**src/rtl/phy_seq_pkg.sv**
```systemverilog
package phy_seq_pkg;

  typedef enum logic [2:0] {
    ST_IDLE,
    ST_SCAN,
    ST_RST_RD,
    ST_RST_WR,
    ST_ADV_RD,
    ST_ADV_WR,
    ST_ANEG_WR,
    ST_FIN
  } seq_state_e;

  localparam int unsigned WORD_W = 16;
  localparam int unsigned REGN_W = 5;

  localparam logic [REGN_W-1:0] RN_CTRL = 5'd0;
  localparam logic [REGN_W-1:0] RN_IDENT = 5'd3;
  localparam logic [REGN_W-1:0] RN_ADV = 5'd4;

  localparam logic [WORD_W-1:0] ABIL_MASK = 16'h01E0;
  localparam logic [WORD_W-1:0] CTRL_SRST = 16'h8000;
  localparam logic [WORD_W-1:0] CTRL_RESTART = 16'h1200;

  localparam logic [WORD_W-1:0] AB_10_HALF = 16'h0020;
  localparam logic [WORD_W-1:0] AB_10_FULL = 16'h0040;
  localparam logic [WORD_W-1:0] AB_100_HALF = 16'h0080;
  localparam logic [WORD_W-1:0] AB_100_FULL = 16'h0100;

  localparam logic [3:0] MC_10_HALF = 4'd0;
  localparam logic [3:0] MC_100_HALF = 4'd1;
  localparam logic [3:0] MC_10_FULL = 4'd4;
  localparam logic [3:0] MC_100_FULL = 4'd5;
  localparam int unsigned MC_AUTO_BIT = 3;

endpackage

```
**src/rtl/phy_id_check.sv**
```systemverilog
module phy_id_check
  import phy_seq_pkg::*;
(
  input  logic [WORD_W-1:0] id_word,
  output logic              id_ok
);

  always_comb begin
    id_ok = (id_word != {WORD_W{1'b1}}) && (id_word != {WORD_W{1'b0}});
  end

endmodule

```
**src/rtl/phy_adv_map.sv**
```systemverilog
module phy_adv_map
  import phy_seq_pkg::*;
(
  input  logic [3:0]        mode,
  output logic [WORD_W-1:0] ability,
  output logic              auto_sel
);

  logic [WORD_W-1:0] forced_bits;

  always_comb begin
    unique case (mode)
      MC_10_HALF:  forced_bits = AB_10_HALF;
      MC_10_FULL:  forced_bits = AB_10_FULL;
      MC_100_HALF: forced_bits = AB_100_HALF;
      MC_100_FULL: forced_bits = AB_100_FULL;
      default:     forced_bits = '0;
    endcase
  end

  always_comb begin
    if (mode[MC_AUTO_BIT] || ((forced_bits & ABIL_MASK) == '0)) begin
      ability  = ABIL_MASK;
      auto_sel = 1'b1;
    end else begin
      ability  = forced_bits;
      auto_sel = 1'b0;
    end
  end

  always_comb begin
    assert_one_forced_bit_R6: assert (auto_sel || ($countones(ability) == 1));
  end

endmodule

```
**src/rtl/phy_addr_scan.sv**
```systemverilog
module phy_addr_scan #(
  parameter int unsigned ADDR_W = 5
) (
  input  logic              clk,
  input  logic              rst_n,
  input  logic              clear,
  input  logic              step,
  output logic [ADDR_W-1:0] addr,
  output logic              last
);

  localparam logic [ADDR_W-1:0] ADDR_TOP = {ADDR_W{1'b1}};

  logic [ADDR_W-1:0] addr_q;
  logic [ADDR_W-1:0] addr_d;
  logic              addr_en;

  always_comb begin
    addr_en = clear || (step && (addr_q != ADDR_TOP));
    addr_d  = clear ? '0 : (addr_q + 1'b1);
  end

  always_ff @(posedge clk or negedge rst_n) begin
    if (!rst_n) begin
      addr_q <= '0;
    end else if (addr_en) begin
      addr_q <= addr_d;
    end
  end

  assign addr = addr_q;
  assign last = (addr_q == ADDR_TOP);

  assert_scan_ascends_R2: assert property (@(posedge clk) disable iff (!rst_n)
    (step && !clear && !last) |=> (addr == $past(addr) + 1'b1));

  assert_scan_clear_R2: assert property (@(posedge clk) disable iff (!rst_n)
    clear |=> (addr == '0));

endmodule

```
**src/rtl/phy_bringup_seq.sv**
```systemverilog
module phy_bringup_seq
  import phy_seq_pkg::*;
#(
  parameter int unsigned ADDR_W = 5
) (
  input  logic              clk,
  input  logic              rst_n,
  input  logic              start,
  input  logic [3:0]        media_mode,
  input  logic              link_up,
  output logic              mdio_req,
  output logic              mdio_we,
  output logic [ADDR_W-1:0] mdio_phy,
  output logic [REGN_W-1:0] mdio_reg,
  output logic [WORD_W-1:0] mdio_wdata,
  input  logic              mdio_ack,
  input  logic [WORD_W-1:0] mdio_rdata,
  output logic [ADDR_W-1:0] phy_addr,
  output logic              phy_missing,
  output logic              auto_eff,
  output logic              done
);

  seq_state_e        state_q, state_d;
  logic [3:0]        mode_q, mode_d;
  logic [WORD_W-1:0] rd_q, rd_d;
  logic [ADDR_W-1:0] paddr_q, paddr_d;
  logic              miss_q, miss_d;
  logic              auto_q, auto_d;

  logic              scan_clear;
  logic              scan_step;
  logic [ADDR_W-1:0] scan_addr;
  logic              scan_last;
  logic              id_ok;
  logic [WORD_W-1:0] ability;
  logic              auto_sel;
  logic [WORD_W-1:0] adv_word;

  phy_addr_scan #(.ADDR_W(ADDR_W)) u_scan (
    .clk   (clk),
    .rst_n (rst_n),
    .clear (scan_clear),
    .step  (scan_step),
    .addr  (scan_addr),
    .last  (scan_last)
  );

  phy_id_check u_idchk (
    .id_word (mdio_rdata),
    .id_ok   (id_ok)
  );

  phy_adv_map u_map (
    .mode     (mode_q),
    .ability  (ability),
    .auto_sel (auto_sel)
  );

  assign adv_word = (rd_q & ~ABIL_MASK) | ability;

  // next-state process
  always_comb begin
    state_d    = state_q;
    mode_d     = mode_q;
    rd_d       = rd_q;
    paddr_d    = paddr_q;
    miss_d     = miss_q;
    auto_d     = auto_q;
    scan_clear = 1'b0;
    scan_step  = 1'b0;
    unique case (state_q)
      ST_IDLE: begin
        if (start) begin
          mode_d     = media_mode;
          paddr_d    = '0;
          miss_d     = 1'b0;
          auto_d     = 1'b0;
          scan_clear = 1'b1;
          state_d    = ST_SCAN;
        end
      end
      ST_SCAN: begin
        if (mdio_ack) begin
          if (id_ok) begin
            paddr_d = scan_addr;
            state_d = link_up ? ST_ADV_RD : ST_RST_RD;
          end else if (scan_last) begin
            miss_d  = 1'b1;
            state_d = ST_FIN;
          end else begin
            scan_step = 1'b1;
          end
        end
      end
      ST_RST_RD: begin
        if (mdio_ack) begin
          rd_d    = mdio_rdata;
          state_d = ST_RST_WR;
        end
      end
      ST_RST_WR: begin
        if (mdio_ack) state_d = ST_ADV_RD;
      end
      ST_ADV_RD: begin
        if (mdio_ack) begin
          rd_d    = mdio_rdata;
          state_d = ST_ADV_WR;
        end
      end
      ST_ADV_WR: begin
        if (mdio_ack) begin
          auto_d  = auto_sel;
          state_d = ST_ANEG_WR;
        end
      end
      ST_ANEG_WR: begin
        if (mdio_ack) state_d = ST_FIN;
      end
      ST_FIN: begin
        state_d = ST_IDLE;
      end
      default: begin
        state_d = ST_IDLE;
      end
    endcase
  end

  // register process
  always_ff @(posedge clk or negedge rst_n) begin
    if (!rst_n) begin
      state_q <= ST_IDLE;
      mode_q  <= '0;
      rd_q    <= '0;
      paddr_q <= '0;
      miss_q  <= 1'b0;
      auto_q  <= 1'b0;
    end else begin
      state_q <= state_d;
      mode_q  <= mode_d;
      rd_q    <= rd_d;
      paddr_q <= paddr_d;
      miss_q  <= miss_d;
      auto_q  <= auto_d;
    end
  end

  // request port decode
  always_comb begin
    mdio_req   = 1'b0;
    mdio_we    = 1'b0;
    mdio_phy   = paddr_q;
    mdio_reg   = RN_CTRL;
    mdio_wdata = '0;
    unique case (state_q)
      ST_SCAN: begin
        mdio_req = 1'b1;
        mdio_phy = scan_addr;
        mdio_reg = RN_IDENT;
      end
      ST_RST_RD: begin
        mdio_req = 1'b1;
      end
      ST_RST_WR: begin
        mdio_req   = 1'b1;
        mdio_we    = 1'b1;
        mdio_wdata = rd_q | CTRL_SRST;
      end
      ST_ADV_RD: begin
        mdio_req = 1'b1;
        mdio_reg = RN_ADV;
      end
      ST_ADV_WR: begin
        mdio_req   = 1'b1;
        mdio_we    = 1'b1;
        mdio_reg   = RN_ADV;
        mdio_wdata = adv_word;
      end
      ST_ANEG_WR: begin
        mdio_req   = 1'b1;
        mdio_we    = 1'b1;
        mdio_wdata = CTRL_RESTART;
      end
      default: begin
        mdio_req = 1'b0;
      end
    endcase
  end

  assign phy_addr    = paddr_q;
  assign phy_missing = miss_q;
  assign auto_eff    = auto_q;
  assign done        = (state_q == ST_FIN);

  assert_req_hold_R10: assert property (@(posedge clk) disable iff (!rst_n)
    (mdio_req && !mdio_ack) |=> (mdio_req && $stable(mdio_we) && $stable(mdio_phy)
                                 && $stable(mdio_reg) && $stable(mdio_wdata)));

  assert_done_pulse_R9: assert property (@(posedge clk) disable iff (!rst_n)
    done |=> (!done && !mdio_req));

  assert_srst_bit_R4: assert property (@(posedge clk) disable iff (!rst_n)
    (mdio_req && mdio_we && (mdio_reg == RN_CTRL) && (mdio_wdata != CTRL_RESTART))
      |-> mdio_wdata[15]);

  assert_adv_nonempty_R8: assert property (@(posedge clk) disable iff (!rst_n)
    (mdio_req && mdio_we && (mdio_reg == RN_ADV))
      |-> ($countones(mdio_wdata & ABIL_MASK) != 0));

  assert_missing_quiet_R3: assert property (@(posedge clk) disable iff (!rst_n)
    phy_missing |-> !(mdio_req && mdio_we));

endmodule

```
**config.mk**
```make
export PLATFORM = sky130hd
export DESIGN_NAME = phy_bringup_seq
export DESIGN_NICKNAME = d
export VERILOG_FILES = /design/src/rtl/phy_seq_pkg.sv /design/src/rtl/phy_id_check.sv /design/src/rtl/phy_adv_map.sv /design/src/rtl/phy_addr_scan.sv /design/src/rtl/phy_bringup_seq.sv
export SDC_FILE = /design/constraint.sdc
export NUM_CORES = 1
export LEC_CHECK = 0
export BUFFER_PORTS_ARGS = -buffer_cell sky130_fd_sc_hd__buf_2
export CAP_MARGIN = 5
export CELL_PAD_IN_SITES_DETAIL_PLACEMENT = 0
export CELL_PAD_IN_SITES_GLOBAL_PLACEMENT = 1
export CORE_MARGIN = 5
export CORE_UTILIZATION = 40
export DETAILED_ROUTE_END_ITERATION = 16
export PLACE_DENSITY_LB_ADDON = 0.25
export SETUP_SLACK_MARGIN = 0.4
export SYNTH_ARGS = -nofsm -noshare
export SYNTH_HDL_FRONTEND = slang
export SYNTH_SLANG_ARGS = --single-unit
```
**constraint.sdc**
```tcl
create_clock -name clk -period 4 [get_ports clk]
set_input_delay 0.6 -clock clk [delete_from_list [all_inputs] [get_ports clk]]
set_output_delay 0.6 -clock clk [all_outputs]
set_load 0.02 [all_outputs]
```
# == Word level (Yosys, flattened, before mapping) ==
# Cells that the tools add are included.
# W data, S select, Z words.
# op_classes
add_sub_neg,1
n_eq_ne,24
n_mux,37
bitwise_logic,1
n_reduce_logical,20
# ops
operator,n
$pmux W16 S3,1
$pmux W9 S4,1
$mux W3,10
$mux W5,5
$pmux W3 S8,1
$ne A2 B2 Y1 const B,10
$logic_not A16 Y1,1
$ne A16 B16 Y1 const B,1
$or A16 B16 Y16,1
$reduce_bool A16 Y1,1
$mux W1,14
$eq A3 B3 Y1 const B,4
$pmux W5 S2,1
$mux W9,1
$eq A4 B3 Y1 const B,2
$reduce_and A8 Y1,1
$eq A3 B2 Y1 const B,2
$pmux W3 S2,1
$reduce_or A6 Y1,1
$add A5 B1 Y5 const B,1
$eq A5 B5 Y1 const B,1
$ne A5 B5 Y1 const B,1
$reduce_and A5 Y1,1
$eq A4 B1 Y1 const B,1
13 further kinds,19
# totals
register_bits,35
in_bits,25
word_cells,90

# == Logic depth before layout (Yosys ltp) ==
# logic_depth
ltp_word,7
depth_mapped,8

# == Hierarchy ==
# Synthesis repeated with hierarchy kept, for this count alone.
# hier_totals
hier_cells,225
hier_area_um2,2192.1
# modules_own_cells
mod,n_inst,cells_each,area_each_um2,seq_area_each_um2
phy_bringup_seq,1,170,1737.9,750.7
phy_addr_scan,1,23,249.0,125.1
phy_adv_map,1,21,136.4,0.0
phy_id_check,1,11,68.8,0.0

# == Least setup slack after synthesis ==
# No wires, ideal clock.
# synth_timing
path_kind,register -> output
start,reg state_q[2]
end,out mdio_wdata[0]
arrival_time_ns,1.479
t_required_ns,3.400
setup_slack_ns,1.921
path_stages_with_launch,7
path_buffers,2
path_cell_list,dfrtp_1 buf_6 nor2b_1 and2_0 or2_2 clkbuf_1 and2_1
# synth_via
elab_chain_len,2
# synth_lines
item,line,rtl
"start, declared",phy_bringup_seq.sv:24,"seq_state_e state_q, state_d;"
"start signal, assigned",phy_bringup_seq.sv:139,state_q <= state_d;
$eq A3 B3 Y1 or $eq A3 B2 Y1 (tied branches),phy_bringup_seq.sv:155,unique case (state_q)
$pmux W16 S3 (*),phy_bringup_seq.sv:155,
"end, declared",phy_bringup_seq.sv:15,"output logic [WORD_W-1:0] mdio_wdata,"
# Every way passes the cells marked *; elsewhere a longest branch is shown, timed or not.

# == Worst setup path after layout ==
# layout_timing
start,reg state_q[0]
end,out mdio_wdata[13]
# Same word-level chain as after synthesis.

==> results.json <==
{
  "grt_max_degree": 36,
  "wire_per_inst_um": 14.7,
  "rows": 25,
  "grt_pass1_wl_mm": 7.13,
  "yosysWarnings": 0,
  "die_area_um2": 6370,
  "port_buffers": 58,
  "netlist_instances": 178,
  "synth_top_cell_area_share": 0.449,
  "async_reset_ff_frac": 1.00,
  "die_w_um": 79.8,
  "grt_pass1_vias": 1461,
  "cts_tree": "yes",
  "track_usage": 0.145,
  "ys_ff_latch": 35,
  "final_layout_size_suffix_gt1_frac": 0.422,
  "period_share": 0.671,
  "root_buffer": "clkbuf_8",
  "chipHeight_um": 79.8,
  "synth_area_um2": 1950,
  "post_cts_buffers": 0,
  "synth_area_per_cell_um2": 11.0,
  "ys.flop_type": "dfrtp_1",
  "hold_buffers": 0,
  "first_pass_iters": 4,
  "final_nets": 260,
  "syn2layout_area_growth_pct": 19.4,
  "drv_cap": 0,
  "synth.distinct_cells": 43,
  "worstMarginPinSlew_ns": 0.810,
  "ir_drop_v": 0.000463,
  "cts_max_level": 2,
  "clk_path_buf_depth": 2,
  "worstHoldPathType": "in2async",
  "place.gp.congestion": 0.731,
  "cts_sinks": 35,
  "grt_overflow": 0,
  "fin_crit_ns": 2.68,
  "core_um2": 4720,
  "fin_ws_ns": 1.32,
  "numCtsBuffers": 5,
  "worstPathArrival_ns": 2.08,
  "cp_slowest_cell": "dfrtp_1",
  "antenna_cells": 0,
  "drt_iter0_drc": 79,
  "worstRegToRegCells": 3,
  "initial_core_util": 0.413,
  "fmax_mhz": 373,
  "fin_tns_setup_ns": 0,
  "ys_seq_area_frac": 0.449,
  "status": "completed",
  "synth.most_common_cell": "dfrtp_1",
  "viasPerCell": 5.05,
  "final_max_slew_viol_count": 0,
  "crit_required_ns": 3.40,
  "final-setup-viol-count": 0,
  "leakagePower_nw": 1.20,
  "drcViolationCount": 0,
  "design_area_um2": 2330,
  "preCtsSetupSlack_ns": 1.61,
  "vias": 1510,
  "cp-end-kind": "output pin",
  "synth_edf_count": 0,
  "hold_violations": 0,
  "cp_max_fo": 11,
  "postRouteAntennaNets": 0,
  "path_class": "reg2out",
  "skew_ns": 0.00363,
  "post-route-util": 0.493,
  "ctsResizeCount": 0,
  "clk_pin_slew_ns": 0.06,
  "rsz0062_at_grt": "no",
  "relSlewSlack": 0.458,
  "cp-start-kind": "flop",
  "dpl_cell_area_um2": 2260,
  "ys_top_cells_by_area": "dfrtp_1 (45%), mux2_2 (15%), and2_1 (4.5%), a21o_1 (3.5%), buf_4 (1.9%)",
  "synthTopCellsByCount": "dfrtp_1 (35), mux2_2 (26), and2_1 (14)",
  "slowest_delay_ns": 0.61,
  "yosysTopAreaCell": "dfrtp_1",
  "antenna_found_initial": 0,
  "ios": 61,
  "dp_hpwl_mm": 3.42,
  "crit_chain": "nor2b_1 -> and2_0 -> or2_2 -> and2_1 -> buf_2",
  "power_density_nw_per_um2": 698,
  "insertion_delay_ns": 0.28,
  "drt-total-wl_mm": 4.40
}
[report_power, final]
part           internal [W]  total (W)  switching (W)
logic              0.000350   0.000795       0.000445
clock network      0.000116   0.000232       0.000116
registers          0.000479   0.000599       0.000121
total              0.000945    0.00163       0.000681
[stage by stage]
stage	hold WS [ns]	std cells	power [W]
CTS	0.429	299	0.00165
detailed placement	0.485	293	0.00141
global route	0.467	299	0.00174
floorplan	0.304	179	0.00121
global placement	0.481	293	0.00140
finish	0.396	299	0.00163
[final timing paths]
path	from	end	slack, ns
max in group asynchronous	rst_n	u_scan.addr[4]	3.11
worst min-delay path	rst_n	rd_q[14]	0.40
worst max-delay path	state_q[0]	mdio_wdata[13]	1.32
worst min register to register	rd_q[0]	rd_q[0]	0.50
min in group clk	rd_q[0]	rd_q[0]	0.50
worst max register to register	state_q[1]	rd_q[4]	1.93
[sequential cells by signal (all words and copies together) (netlist names)]
signal,flops
state_q,3
rd_q,16
mode_q,4
u_scan.addr,5
phy_missing,1
auto_eff,1
phy_addr,5
[final cells by class]
cell class / instances / area, um^2
inverters: 7 / 26.3
fillers: 453 / 2390
well taps: 67 / 83.8
multi-input cells: 126 / 981
flip-flops and latches: 35 / 876
clock buffers: 6 / 72.6
repair buffers: 58 / 290
[cell usage in the layout, fill, tap and decap left out, types with 2 or more instances in the layout]
cell	netlist	final
buf_2	3	58
or2_2	2	2
o21ai_0	7	7
nand4_1	4	4
a21oi_1	5	5
dfrtp_1	35	35
nor2_1	10	10
clkbuf_8	0	5
and2_1	14	14
conb_1	1	2
or3_1	2	2
a21o_1	9	9
nor3_1	2	2
a22o_1	2	2
nand2_1	7	7
nand3_1	6	6
inv_1	6	6
o21a_1	2	2
nor4_1	4	4
ha_1	2	2
mux2_2	26	26
and3_1	2	2
[worst max-delay path: cells and delay by family (launching register included)]
kind	cells	cell delay (ns)
AND/OR/NAND/NOR	4	1.03
flip-flops	1	0.61
buffers and inverters	1	0.16
[routing by layer]
layer | track usage | up-vias | wire length (um)
met1 | 0.204 | 715 | 2040
met3 | 0.0429 | 6 | 307
met4 | 0.0456 | 0 | 55
met2 | 0.213 | 42 | 1990
met5 | 0 | - | 0
li1 | - | 747 | -
[kinds of logic after synthesis]
| kind of cell | Yosys count | share of synthesized area |
|---|---|---|
| adders and majority gates | 2 | 0.0128 |
| muxes | 27 | 0.156 |
| buffers and inverters | 18 | 0.0500 |
| xor gates and xnor gates | 1 | 0.00449 |
| and+or+nand+nor | 60 | 0.191 |
| DFF | 35 | 0.449 |
| other | 1 | 0.00192 |
| AOI/OAI and AO/OA | 34 | 0.135 |
Power figures use the tool's default switching activity.
